## src/rtl/sram_async_pkg.sv

```systemverilog
`timescale 1ns/1ps
package sram_async_pkg;

    typedef enum logic [2:0] {
        ST_IDLE,
        ST_WRITE,
        ST_WHOLD,
        ST_READ,
        ST_TURN,
        ST_RETAIN,
        ST_WAKE
    } ctl_state_e;

    typedef struct packed {
        logic ce1_n;
        logic ce2;
        logic oe_n;
        logic we_n;
        logic drive;
    } pin_ctl_t;

    function automatic int ns_to_cycles(input int t_ns, input int clk_ns);
        int c;
        c = (t_ns + clk_ns - 1) / clk_ns;
        return (c < 1) ? 1 : c;
    endfunction

    function automatic int max2(input int a, input int b);
        return (a > b) ? a : b;
    endfunction

    // Pin levels that belong to each controller state.
    function automatic pin_ctl_t pins_for(input ctl_state_e st);
        pin_ctl_t p;
        p = '{ce1_n: 1'b1, ce2: 1'b1, oe_n: 1'b1, we_n: 1'b1, drive: 1'b0};
        case (st)
            ST_WRITE: begin
                p.ce1_n = 1'b0;
                p.we_n  = 1'b0;
                p.drive = 1'b1;
            end
            ST_WHOLD: begin
                p.drive = 1'b1;
            end
            ST_READ: begin
                p.ce1_n = 1'b0;
                p.oe_n  = 1'b0;
            end
            ST_RETAIN: begin
                p.ce2 = 1'b0;
            end
            default: begin
            end
        endcase
        return p;
    endfunction

endpackage

```

## src/rtl/sram_cyc_timer.sv

```systemverilog
`timescale 1ns/1ps
module sram_cyc_timer #(
    parameter int CNT_W = 4
) (
    input  logic             clk,
    input  logic             rst_n,
    input  logic             load,
    input  logic [CNT_W-1:0] load_val,
    output logic             zero
);

    logic [CNT_W-1:0] cnt_d, cnt_q;

    always_comb begin
        cnt_d = cnt_q;
        if (load) begin
            cnt_d = load_val;
        end else if (cnt_q != '0) begin
            cnt_d = cnt_q - 1'b1;
        end
    end

    always_ff @(posedge clk or negedge rst_n) begin
        if (!rst_n) begin
            cnt_q <= '0;
        end else begin
            cnt_q <= cnt_d;
        end
    end

    assign zero = (cnt_q == '0);

endmodule

```

## src/rtl/sram_rd_capture.sv

```systemverilog
`timescale 1ns/1ps
module sram_rd_capture #(
    parameter int DATA_W = 8
) (
    input  logic              clk,
    input  logic              rst_n,
    input  logic              cap_en,
    input  logic [DATA_W-1:0] bus_in,
    output logic [DATA_W-1:0] rdata,
    output logic              rvalid
);

    typedef struct packed {
        logic [DATA_W-1:0] data;
        logic              valid;
    } cap_t;

    cap_t cap_d, cap_q;

    always_comb begin
        cap_d       = cap_q;
        cap_d.valid = cap_en;
        if (cap_en) begin
            cap_d.data = bus_in;
        end
    end

    always_ff @(posedge clk or negedge rst_n) begin
        if (!rst_n) begin
            cap_q <= '0;
        end else begin
            cap_q <= cap_d;
        end
    end

    assign rdata  = cap_q.data;
    assign rvalid = cap_q.valid;

endmodule

```

## src/rtl/sram_async_ctl.sv

```systemverilog
`timescale 1ns/1ps
module sram_async_ctl
    import sram_async_pkg::*;
#(
    parameter int ADDR_W        = 13,
    parameter int DATA_W        = 8,
    parameter int CLK_PERIOD_NS = 10,
    parameter int T_WPULSE_NS   = 40,
    parameter int T_ADDR_END_NS = 60,
    parameter int T_SEL_END_NS  = 60,
    parameter int T_DSETUP_NS   = 30,
    parameter int T_RCYCLE_NS   = 70,
    parameter int T_ADDR_ACC_NS = 70,
    parameter int T_OE_ACC_NS   = 35,
    parameter int T_FLOAT_NS    = 30
) (
    input  logic              clk,
    input  logic              rst_n,
    input  logic              req,
    input  logic              req_wr,
    input  logic [ADDR_W-1:0] req_addr,
    input  logic [DATA_W-1:0] req_wdata,
    output logic              ready,
    output logic [DATA_W-1:0] rd_data,
    output logic              rd_valid,
    input  logic              ret_req,
    output logic [ADDR_W-1:0] mem_addr,
    output logic [DATA_W-1:0] mem_dq_out,
    output logic              mem_dq_oe,
    input  logic [DATA_W-1:0] mem_dq_in,
    output logic              mem_ce1_n,
    output logic              mem_ce2,
    output logic              mem_oe_n,
    output logic              mem_we_n
);

    // Phase lengths in clock cycles, each the largest rounded-up bound.
    localparam int WR_CYC   = max2(max2(ns_to_cycles(T_WPULSE_NS, CLK_PERIOD_NS),
                                        ns_to_cycles(T_ADDR_END_NS, CLK_PERIOD_NS)),
                                   max2(ns_to_cycles(T_SEL_END_NS, CLK_PERIOD_NS),
                                        ns_to_cycles(T_DSETUP_NS, CLK_PERIOD_NS)));
    localparam int RD_CYC   = max2(max2(ns_to_cycles(T_RCYCLE_NS, CLK_PERIOD_NS),
                                        ns_to_cycles(T_ADDR_ACC_NS, CLK_PERIOD_NS)),
                                   ns_to_cycles(T_OE_ACC_NS, CLK_PERIOD_NS));
    localparam int HZ_CYC   = ns_to_cycles(T_FLOAT_NS, CLK_PERIOD_NS);
    localparam int WAKE_CYC = ns_to_cycles(T_RCYCLE_NS, CLK_PERIOD_NS);
    localparam int LONGEST  = max2(max2(WR_CYC, RD_CYC), max2(HZ_CYC, WAKE_CYC));
    localparam int CNT_W    = $clog2(LONGEST + 1);

    typedef struct packed {
        ctl_state_e        state;
        logic              ready;
        pin_ctl_t          pins;
        logic [ADDR_W-1:0] addr;
        logic [DATA_W-1:0] wdata;
    } ctl_regs_t;

    ctl_regs_t        regs_d, regs_q;
    logic             tmr_load;
    logic [CNT_W-1:0] tmr_val;
    logic             tmr_zero;
    logic             cap_en;

    sram_cyc_timer #(
        .CNT_W(CNT_W)
    ) u_timer (
        .clk     (clk),
        .rst_n   (rst_n),
        .load    (tmr_load),
        .load_val(tmr_val),
        .zero    (tmr_zero)
    );

    sram_rd_capture #(
        .DATA_W(DATA_W)
    ) u_capture (
        .clk   (clk),
        .rst_n (rst_n),
        .cap_en(cap_en),
        .bus_in(mem_dq_in),
        .rdata (rd_data),
        .rvalid(rd_valid)
    );

    always_comb begin
        regs_d   = regs_q;
        tmr_load = 1'b0;
        tmr_val  = '0;
        cap_en   = 1'b0;
        case (regs_q.state)
            ST_IDLE: begin
                if (req && regs_q.ready) begin
                    regs_d.addr = req_addr;
                    tmr_load    = 1'b1;
                    if (req_wr) begin
                        regs_d.wdata = req_wdata;
                        regs_d.state = ST_WRITE;
                        tmr_val      = CNT_W'(WR_CYC - 1);
                    end else begin
                        regs_d.state = ST_READ;
                        tmr_val      = CNT_W'(RD_CYC - 1);
                    end
                end else if (ret_req) begin
                    regs_d.state = ST_RETAIN;
                end
            end
            ST_WRITE: begin
                if (tmr_zero) begin
                    regs_d.state = ST_WHOLD;
                end
            end
            ST_WHOLD: begin
                regs_d.state = ST_IDLE;
            end
            ST_READ: begin
                if (tmr_zero) begin
                    cap_en       = 1'b1;
                    regs_d.state = ST_TURN;
                    tmr_load     = 1'b1;
                    tmr_val      = CNT_W'(HZ_CYC - 1);
                end
            end
            ST_TURN: begin
                if (tmr_zero) begin
                    regs_d.state = ST_IDLE;
                end
            end
            ST_RETAIN: begin
                if (!ret_req) begin
                    regs_d.state = ST_WAKE;
                    tmr_load     = 1'b1;
                    tmr_val      = CNT_W'(WAKE_CYC - 1);
                end
            end
            ST_WAKE: begin
                if (tmr_zero) begin
                    regs_d.state = ST_IDLE;
                end
            end
            default: begin
                regs_d.state = ST_IDLE;
            end
        endcase
        regs_d.ready = (regs_d.state == ST_IDLE);
        regs_d.pins  = pins_for(regs_d.state);
    end

    always_ff @(posedge clk or negedge rst_n) begin
        if (!rst_n) begin
            regs_q.state <= ST_IDLE;
            regs_q.ready <= 1'b1;
            regs_q.pins  <= pins_for(ST_IDLE);
            regs_q.addr  <= '0;
            regs_q.wdata <= '0;
        end else begin
            regs_q <= regs_d;
        end
    end

    assign ready      = regs_q.ready;
    assign mem_addr   = regs_q.addr;
    assign mem_dq_out = regs_q.wdata;
    assign mem_dq_oe  = regs_q.pins.drive;
    assign mem_ce1_n  = regs_q.pins.ce1_n;
    assign mem_ce2    = regs_q.pins.ce2;
    assign mem_oe_n   = regs_q.pins.oe_n;
    assign mem_we_n   = regs_q.pins.we_n;

endmodule

```

## config.mk

```make
export PLATFORM = sky130hd
export DESIGN_NAME = sram_async_ctl
export DESIGN_NICKNAME = d
export VERILOG_FILES = /design/src/rtl/sram_async_pkg.sv /design/src/rtl/sram_cyc_timer.sv /design/src/rtl/sram_rd_capture.sv /design/src/rtl/sram_async_ctl.sv
export SDC_FILE = /design/constraint.sdc
export NUM_CORES = 1
export LEC_CHECK = 0
export BUFFER_PORTS_ARGS = -buffer_cell sky130_fd_sc_hd__buf_2
export CAP_MARGIN = 20
export CORE_MARGIN = 5
export CORE_UTILIZATION = 26
export CTS_CLUSTER_SIZE = 14
export DETAILED_ROUTE_END_ITERATION = 7
export HOLD_SLACK_MARGIN = 0.06
export PLACE_DENSITY = 0.45
export SYNTH_ARGS = -nofsm -noshare
export SYNTH_HDL_FRONTEND = slang
export SYNTH_SLANG_ARGS = --single-unit
```

## constraint.sdc

```tcl
create_clock -name clk -period 2.29 [get_ports clk]
set_input_delay 0.3435 -clock clk [delete_from_list [all_inputs] [get_ports clk]]
set_output_delay 0.3435 -clock clk [all_outputs]
set_load 0.01 [all_outputs]
```

==> results list, run 1 <==
- Number of top-level pins: 70
- Maximum number of pins on one net before global-route repair: 28
- Core utilization of the finished layout: 32.7%
* Worst vdd ir: 0.000365 V
- Clock input transition at the sequential cells of the worst setup and hold paths: 0.09 ns
- After detailed routing, the number of remaining DRC violations is 0.
- The cell count after synthesis came out at 177.
- Floorplan die area: 9190 um2
- At the end of the flow, the number of nets in the layout was 265.
- Buffer cell driving the clock tree root: sky130_fd_sc_hd__clkbuf_8
- Skew-Pair Late Insertion Delay: about 0.3 ns
- Wire length of the first global-routing pass: ~6.3 mm
* Deepest clock path buffer count: 2
- The worst hold path belongs to the class input pin to asynchronous set/reset pin.
- Type of origin of the critical path: flop
- In this run, the number of DRC markers left after iteration 0 of detailed routing was 18.
* Antenna Cells: 0
* Number of cell rows: 31
- DRT Wirelength: between 4 and 5 mm
* Number of antenna-violating nets in the routed design: 0
- MaxCap Viol Count: 0
- P_leak: ~1.2 nW
- WP data arrival: ~2.2 ns
- After floorplanning, the core was sized to cover 7210 um2.
- Number of H-tree branching levels: 2
- Compound-gate portion of the synthesized area: between 5 and 6%
- Total Negative Setup Slacks: 0 ns
- Top_reg_cell synth: sky130_fd_sc_hd__dfrtp_1
* Synth Area in Simple Gates: between 15 and 20%
- Area growth from synthesis to final layout: 22.8%
* Post-synth net total: about 210
* Antenna violations before repair: 0
- The run finished with clean final reports.
- Width of the chip: roughly 96 um
- The critical path is of the flop to flop type.
- Mux contribution to synthesized area: around 9.9%
* Async SR Flop Fraction: between 90% and 100%
- In this run the tightest slew margin relative to its limit is 58.6%.
* Xor/xnor cell area share of the yosys netlist: less than 1%
* Number of detailed-route iterations in the first pass: 4
* Initial Utilization: about a quarter
- After synthesis the cells add up to around 1900 um2.
- The HPWL after detailed placement is 3.07 mm.
- STA puts the critical path data required time at around 2.5 ns.
- Dividing the detail-routed via count by the number of cells gives 4.09.
- TritonCTS clock tree: yes
- Slowest stage delay, CP: ~0.5 ns
* Final-report setup violation count: 0
- Power per cell area: 1250 nW/um2
- The clock arrives with roughly 0.012 ns of skew.
* Total number of vias: around 1,300
- The worst path uses between 80% and 90% of the clock period.
- Wirelength per Cell: 12.4 um
- The largest individual stage delay along the critical path comes from the cell sky130_fd_sc_hd__and3_1.
* Number of synthesized flops with an enable pin: 0
- Via count of the first global-routing pass: roughly 1,400
- The die is between 90 and 100 um tall.
* Critical path endpoint category: flop
- Number of sinks on the clock net: 42
* Maximum fanout along the worst path: 11
- The routed design could run at a clock period as short as 2.02 ns.
- Largest family of logic cells by synthesized area: simple AND/OR/NAND/NOR gates
- Number of distinct library cell variants in the gate-level netlist after synthesis: 34
- Counting the buffers created by CTS gives 5.
- Total track usage: a little under a tenth
* Flip-flop and latch count after synthesis: 42
- A synthesized cell averages around 11 um2.
- Setup repair after global routing left no endpoint under its margin.
- Summed over all layers, the global routing overflow is 0.
* Hold bufs inserted after CTS: 0
- Register-to-Register Setup Slack: between 0.2 and 0.3 ns
- Gp weighted congestion: about 0.75
* Final Max Tran Viols: 0
- The signal on the critical path passes through inv_1 -> ha_1 -> nor3b_1 -> and3_1 -> mux2_2.
* Cell type contributing the most total cell area after synthesis: sky130_fd_sc_hd__dfrtp_1
- Share of the synthesized area in the top cell type: 48.3%
- Of the synthesized area, sequential elements account for about 55%.
- PostCTS Resize Cnt: 0
* Port buffer count: 69
- Derived from the worst setup path, the maximum achievable clock frequency is around 0.49 GHz.
- Yosys printed 0 warnings.
- The number of setup buffers added after CTS is 0.
- At the pin with the least slew margin, the transition time is a little over 0.6 ns.
- In the final layout, the share of cells above drive strength 1 is a little under half.
- After synthesis, the cell types taking the most area are sky130_fd_sc_hd__dfrtp_1 (48%), sky130_fd_sc_hd__mux2_2 (9.4%), sky130_fd_sc_hd__nand2_1 (9.0%), sky130_fd_sc_hd__buf_4 (8.2%), sky130_fd_sc_hd__dfstp_2 (6.8%).
* Adder-Cell Fraction of Synth Area: 1.30%
- The number of hold-slack violations in the final timing report is 0.
[final timing paths]
check / end / start / depth (start not counted)
max: u_capture.rdata[4] / u_timer.cnt_q[0] / 5
min: u_capture.rdata[5] / rst_n / 1
max reg2reg: u_capture.rdata[4] / u_timer.cnt_q[0] / 5
min reg2reg: mem_addr[4] / mem_addr[4] / 2
max in group asynchronous: mem_addr[10] / rst_n / 2
min in group clk: mem_addr[8] / req_addr[8] / 3
[report_power, final]
part	total, W	internal, W	switching, W
registers	0.00122	0.00104	0.000176
logic	0.00103	0.000501	0.000532
clock network	0.000699	0.000437	0.000262
[per-stage QoR]
step | power [W] | worst slack, ns | instance area (um2) | hold slack, ns | cells
after global placement | 0.00228 | 0.278 | 2220 | 0.403 | 321
after CTS | 0.00302 | 0.211 | 2360 | 0.0764 | 329
after global routing | 0.00318 | 0.0535 | 2360 | 0.0942 | 329
after detailed placement | 0.00229 | 0.224 | 2220 | 0.412 | 321
final | 0.00295 | 0.265 | 2360 | 0.0509 | 329
after floorplan | 0.00212 | 0.510 | 1920 | 0.0479 | 177
[critical path: cells and delay by family (launching register included)]
family / cells / cell delay [ns]
fa+ha+maj: 1 / 0.20
flops: 1 / 0.40
simple gates: 2 / 0.86
buf+inv: 1 / 0.08
mux: 1 / 0.39
[final cells by class]
| class | count | area, um2 |
|---|---|---|
| clock buffer | 5 | 68.8 |
| clock inverter | 3 | 68.8 |
| fill | 771 | 4860 |
| inverter | 5 | 18.8 |
| multi-input combinational | 103 | 651 |
| sequential | 42 | 1060 |
| tap | 99 | 124 |
| timing repair buffer | 72 | 368 |
[metal layers]
layer | global-route usage (%) | vias to the layer above | part of all wire (%)
li1 | - | 664 | -
met1 | 10.2 | 626 | 43
met2 | 15.3 | 49 | 46
met3 | 3.83 | 5 | 8.7
met4 | 3.91 | 0 | 1.5
met5 | 0 | - | 0
[synthesized netlist by cell type, types with 2 or more instances]
| cell type | number |
|---|---|
| sky130_fd_sc_hd__or3_4 | 2 |
| sky130_fd_sc_hd__inv_1 | 5 |
| sky130_fd_sc_hd__nand2_1 | 46 |
| sky130_fd_sc_hd__nand3_1 | 3 |
| sky130_fd_sc_hd__a221oi_1 | 2 |
| sky130_fd_sc_hd__clkbuf_1 | 2 |
| sky130_fd_sc_hd__o21ai_0 | 2 |
| sky130_fd_sc_hd__nor3_1 | 2 |
| sky130_fd_sc_hd__a211oi_1 | 2 |
| sky130_fd_sc_hd__buf_2 | 3 |
| sky130_fd_sc_hd__dfrtp_1 | 37 |
| sky130_fd_sc_hd__nand2b_1 | 3 |
| sky130_fd_sc_hd__dfstp_2 | 5 |
| sky130_fd_sc_hd__buf_4 | 21 |
| sky130_fd_sc_hd__mux2_2 | 16 |
| sky130_fd_sc_hd__ha_1 | 2 |
| sky130_fd_sc_hd__or2_2 | 3 |
| sky130_fd_sc_hd__a21oi_1 | 3 |
| sky130_fd_sc_hd__nor2b_1 | 3 |
[registers in the layout (all words and copies together) (netlist names)]
| register | flops |
|---|---|
| mem_we_n | 1 |
| u_capture.rvalid | 1 |
| u_timer.cnt_q | 3 |
| mem_dq_oe | 1 |
| u_capture.rdata | 8 |
| mem_dq_out | 8 |
| ready | 1 |
| regs_q | 3 |
| mem_ce2 | 1 |
| mem_oe_n | 1 |
| mem_ce1_n | 1 |
| mem_addr | 13 |
[kinds of logic after synthesis]
logic type / after synthesis
buffers and inverters: 32
DFF: 42
AOI/OAI and AO/OA: 15
xor gates and xnor gates: 2
muxes: 17
and+or+nand+nor: 67
adders and majority gates: 2
[placed cells by master (no fill, tap or decap), drive strengths merged]
cell type	netlist	layout
buf	25	72
nand2	46	46
dfrtp	37	37
mux2	16	16
inv	5	5
clkbuf	2	5
dfstp	5	5
a21oi	4	4
or2	3	3
nand2b	3	3
nand3	3	3
nor2b	3	3
or3	3	3
o21ai	2	2
a211oi	2	2
a221oi	2	2
nor3	2	2
ha	2	2
bufinv	0	2
nor2	2	2
nor3b	1	1
and3	1	1
xor2	1	1
o2111ai	1	1
a211o	1	1
a311o	1	1
o211ai	1	1
a221o	1	1
xnor2	1	1
mux2i	1	1
clkinv	0	1
Power figures use the tool's default switching activity.
==> inputs of run 2 (changes only) <==
==> constraint.sdc (replaced) <==
create_clock -name clk -period 2.29 [get_ports clk]
set_input_delay 0.458 -clock clk [delete_from_list [all_inputs] [get_ports clk]]
set_output_delay 0.458 -clock clk [all_outputs]
set_load 0.01 [all_outputs]
==> results list, run 2 (same netlist as run 1, synthesis figures left out) <==
- Leaving out fill and tap cells, the most frequent cell in the layout is sky130_fd_sc_hd__buf_2.
- Maximum fanout along the worst path: 11
- Post-detail-place hpwl: between 2 and 3 mm
* Time the final worst path needs with I/O delays and setup: 2.02 ns
* Initial Utilization: 26.6%
- Count of nets after finishing: 264
* DRT Wirelength: 3.93 mm
- The die covers 9190 um2.
- The clock drives 42 sinks.
- PostCTS Resize Cnt: 0
- The clock arrives with 0.00835 ns of skew.
- Number of cell instances on the worst register-to-register path: 5
* Critical path endpoint category: flop
- Source of the critical timing path: u_timer.cnt_q[0]
- Of the available clock period, the critical path in the final layout requires between 80 and 90%.
* Vertical die dimension: around 96 um
* Number of antenna-violating nets in the routed design: 0
* Wire length of the first global-routing pass: between 5 and 6 mm
- In the global route stage, overall resource usage came out at under 10%.
- Number of top-level pins: 70
- Residual DRC count: 0
* MaxCap Viol Count: 0
- Via count of the first global-routing pass: 1,292
- The longest clock path from root to sink contains 2 buffers.
- The worst register-to-register path has a setup slack of about 0.27 ns.
- The repair_antennas step left the layout with diodes totalling 0.
* Largest register FFs: 13
* Outcome: complete, no violations
- Counting the fill cells in the layout gives about 750.
- STA puts the critical path data required time at 2.47 ns.
- The number of hold-slack violations in the final timing report came to 0.
* P_leak: around 1.2 nW
- In this run, placement finished with an instance count of 320.
- The signal on the critical path passes through inv_1 -> ha_1 -> nor3b_1 -> and3_1 -> mux2_2.
- Number of cell rows: 31
- Among all stages on the critical path, the largest delay is contributed by sky130_fd_sc_hd__and3_1.
- The worst setup path is of the flop to flop kind.
- For the worst setup path, the data arrival time is ~2.2 ns.
* Width of the chip: roughly 96 um
- Number of vias per cell after detailed routing: 4.07
- Power per cell area: 1220 nW/um2
- Detailed routing inserted a total of about 1,300 vias.
* Port buffer count: around 70
- FF-to-FF End: u_capture.rdata[3]
* Maximum number of pins on one net before global-route repair: 43
- Post-CTS setup buffers: 0
* Total CTS buffers: 5
- Final-report setup violation count: 0
- The tree is rooted in a sky130_fd_sc_hd__clkbuf_8.
* Overflow left after global routing: 0
- Adding up every negative setup slack in the final design gives 0 ns.
- Buffers inserted to repair hold after CTS numbered 0.
* Slowest stage delay, CP: about 0.5 ns
- Fmax: between 0.4 and 0.5 GHz
- The tightest min-delay check is of the input pin to asynchronous set/reset pin type.
* Wirelength per Cell: between 10 and 15 um
* Number of DRC markers after the initial detailed-route iteration: between 40 and 50
- Worst-case headroom to the max-slew limit: a little over three fifths
- Across the VDD grid, the largest voltage drop is about 0.00045 V.
- Type of origin of the critical path: flop
- Cells with a size suffix above 1 make up between 40% and 50% of the layout.
- Most used cells in the layout excluding fill and tap cells: sky130_fd_sc_hd__buf_2 (69), sky130_fd_sc_hd__nand2_1 (46), sky130_fd_sc_hd__dfrtp_1 (37), sky130_fd_sc_hd__mux2_2 (16)
- Area growth from synthesis to final layout: 21.0%
- Clock input transition at the sequential cells of the worst setup and hold paths: roughly 0.08 ns
* Final Max Tran Viols: 0
- Antenna violations before repair: 0
* TritonCTS clock tree: yes
* Number of H-tree branching levels: 2
- Across all hold checks on the routed design, the worst slack comes to 0.223 ns.
- Skew-Pair Late Insertion Delay: just under 0.3 ns
- The first detailed-routing pass ran for 5 iterations.
- Number of standard cells in the final layout excluding fillers: between 300 and 400
- Capturing instance or port of the critical path: u_capture.rdata[3]
* Setup repair after global routing missed its margin: no
- For the pin with the worst max-slew slack, the measured transition is 0.554 ns.
- The startpoint identified for the worst register-to-register timing path is u_timer.cnt_q[0].
- The core region is 7210 um2.
- Routability-driven placement finished with a final weighted congestion of 0.759.
-- run 2: metrics by stage --
step           power (W)  setup WS [ns]  utilization [%]  cell area, um2
6_report         0.00283          0.267             32.2            2320
5_1_grt          0.00305         0.0618             32.2            2320
4_1_cts          0.00288          0.228             32.2            2320
3_5_place_dp     0.00228          0.237             30.6            2210
3_3_place_gp     0.00228          0.259             30.6            2210
2_1_floorplan    0.00212          0.510                -            1920
-- run 2: power by group --
group	total, W	leakage [nW]	internal, W	switching [W]
Clock	0.000578	0.0514	0.000325	0.000253
Sequential	0.00122	0.532	0.00104	0.000172
Combinational	0.00103	0.630	0.000498	0.000535
-- run 2: critical path: cells and delay by family (launching register included) --
kind | cells | cell delay (ns)
adders and majority gates | 1 | 0.20
buffers and inverters | 1 | 0.08
DFF | 1 | 0.39
muxes | 1 | 0.39
and+or+nand+nor | 2 | 0.85
-- run 2: how the worst min path moves through the flow --
stage,endpoint,slack [ns],cells after the start
2_1_floorplan,mem_addr[0],0.16,0
3_3_place_gp,mem_addr[3],0.45,2
3_5_place_dp,mem_addr[4],0.46,2
4_1_cts,regs_q[27],0.25,2
5_1_grt,regs_q[29],0.28,2
6_report,mem_addr[3],0.22,2
-- run 2: routing by layer --
metal | vias to the layer above | GRT usage (%) | part of all wire (%)
li1 | 665 | - | -
met1 | 612 | 10.6 | 45
met2 | 54 | 13.3 | 45
met3 | 4 | 3.44 | 8.4
met4 | 0 | 3.91 | 1.2
met5 | - | 0 | 0
-- run 2: cell type report --
type,instances,area (um2),share of cell area [%]
clock buffer,6,72.6,3.13
clock inverter,2,37.5,1.62
tap,99,124,5.34
multi-input combinational,103,651,28.0
timing repair buffer,71,360,15.5
sequential,42,1060,45.6
inverter,5,18.8,0.809
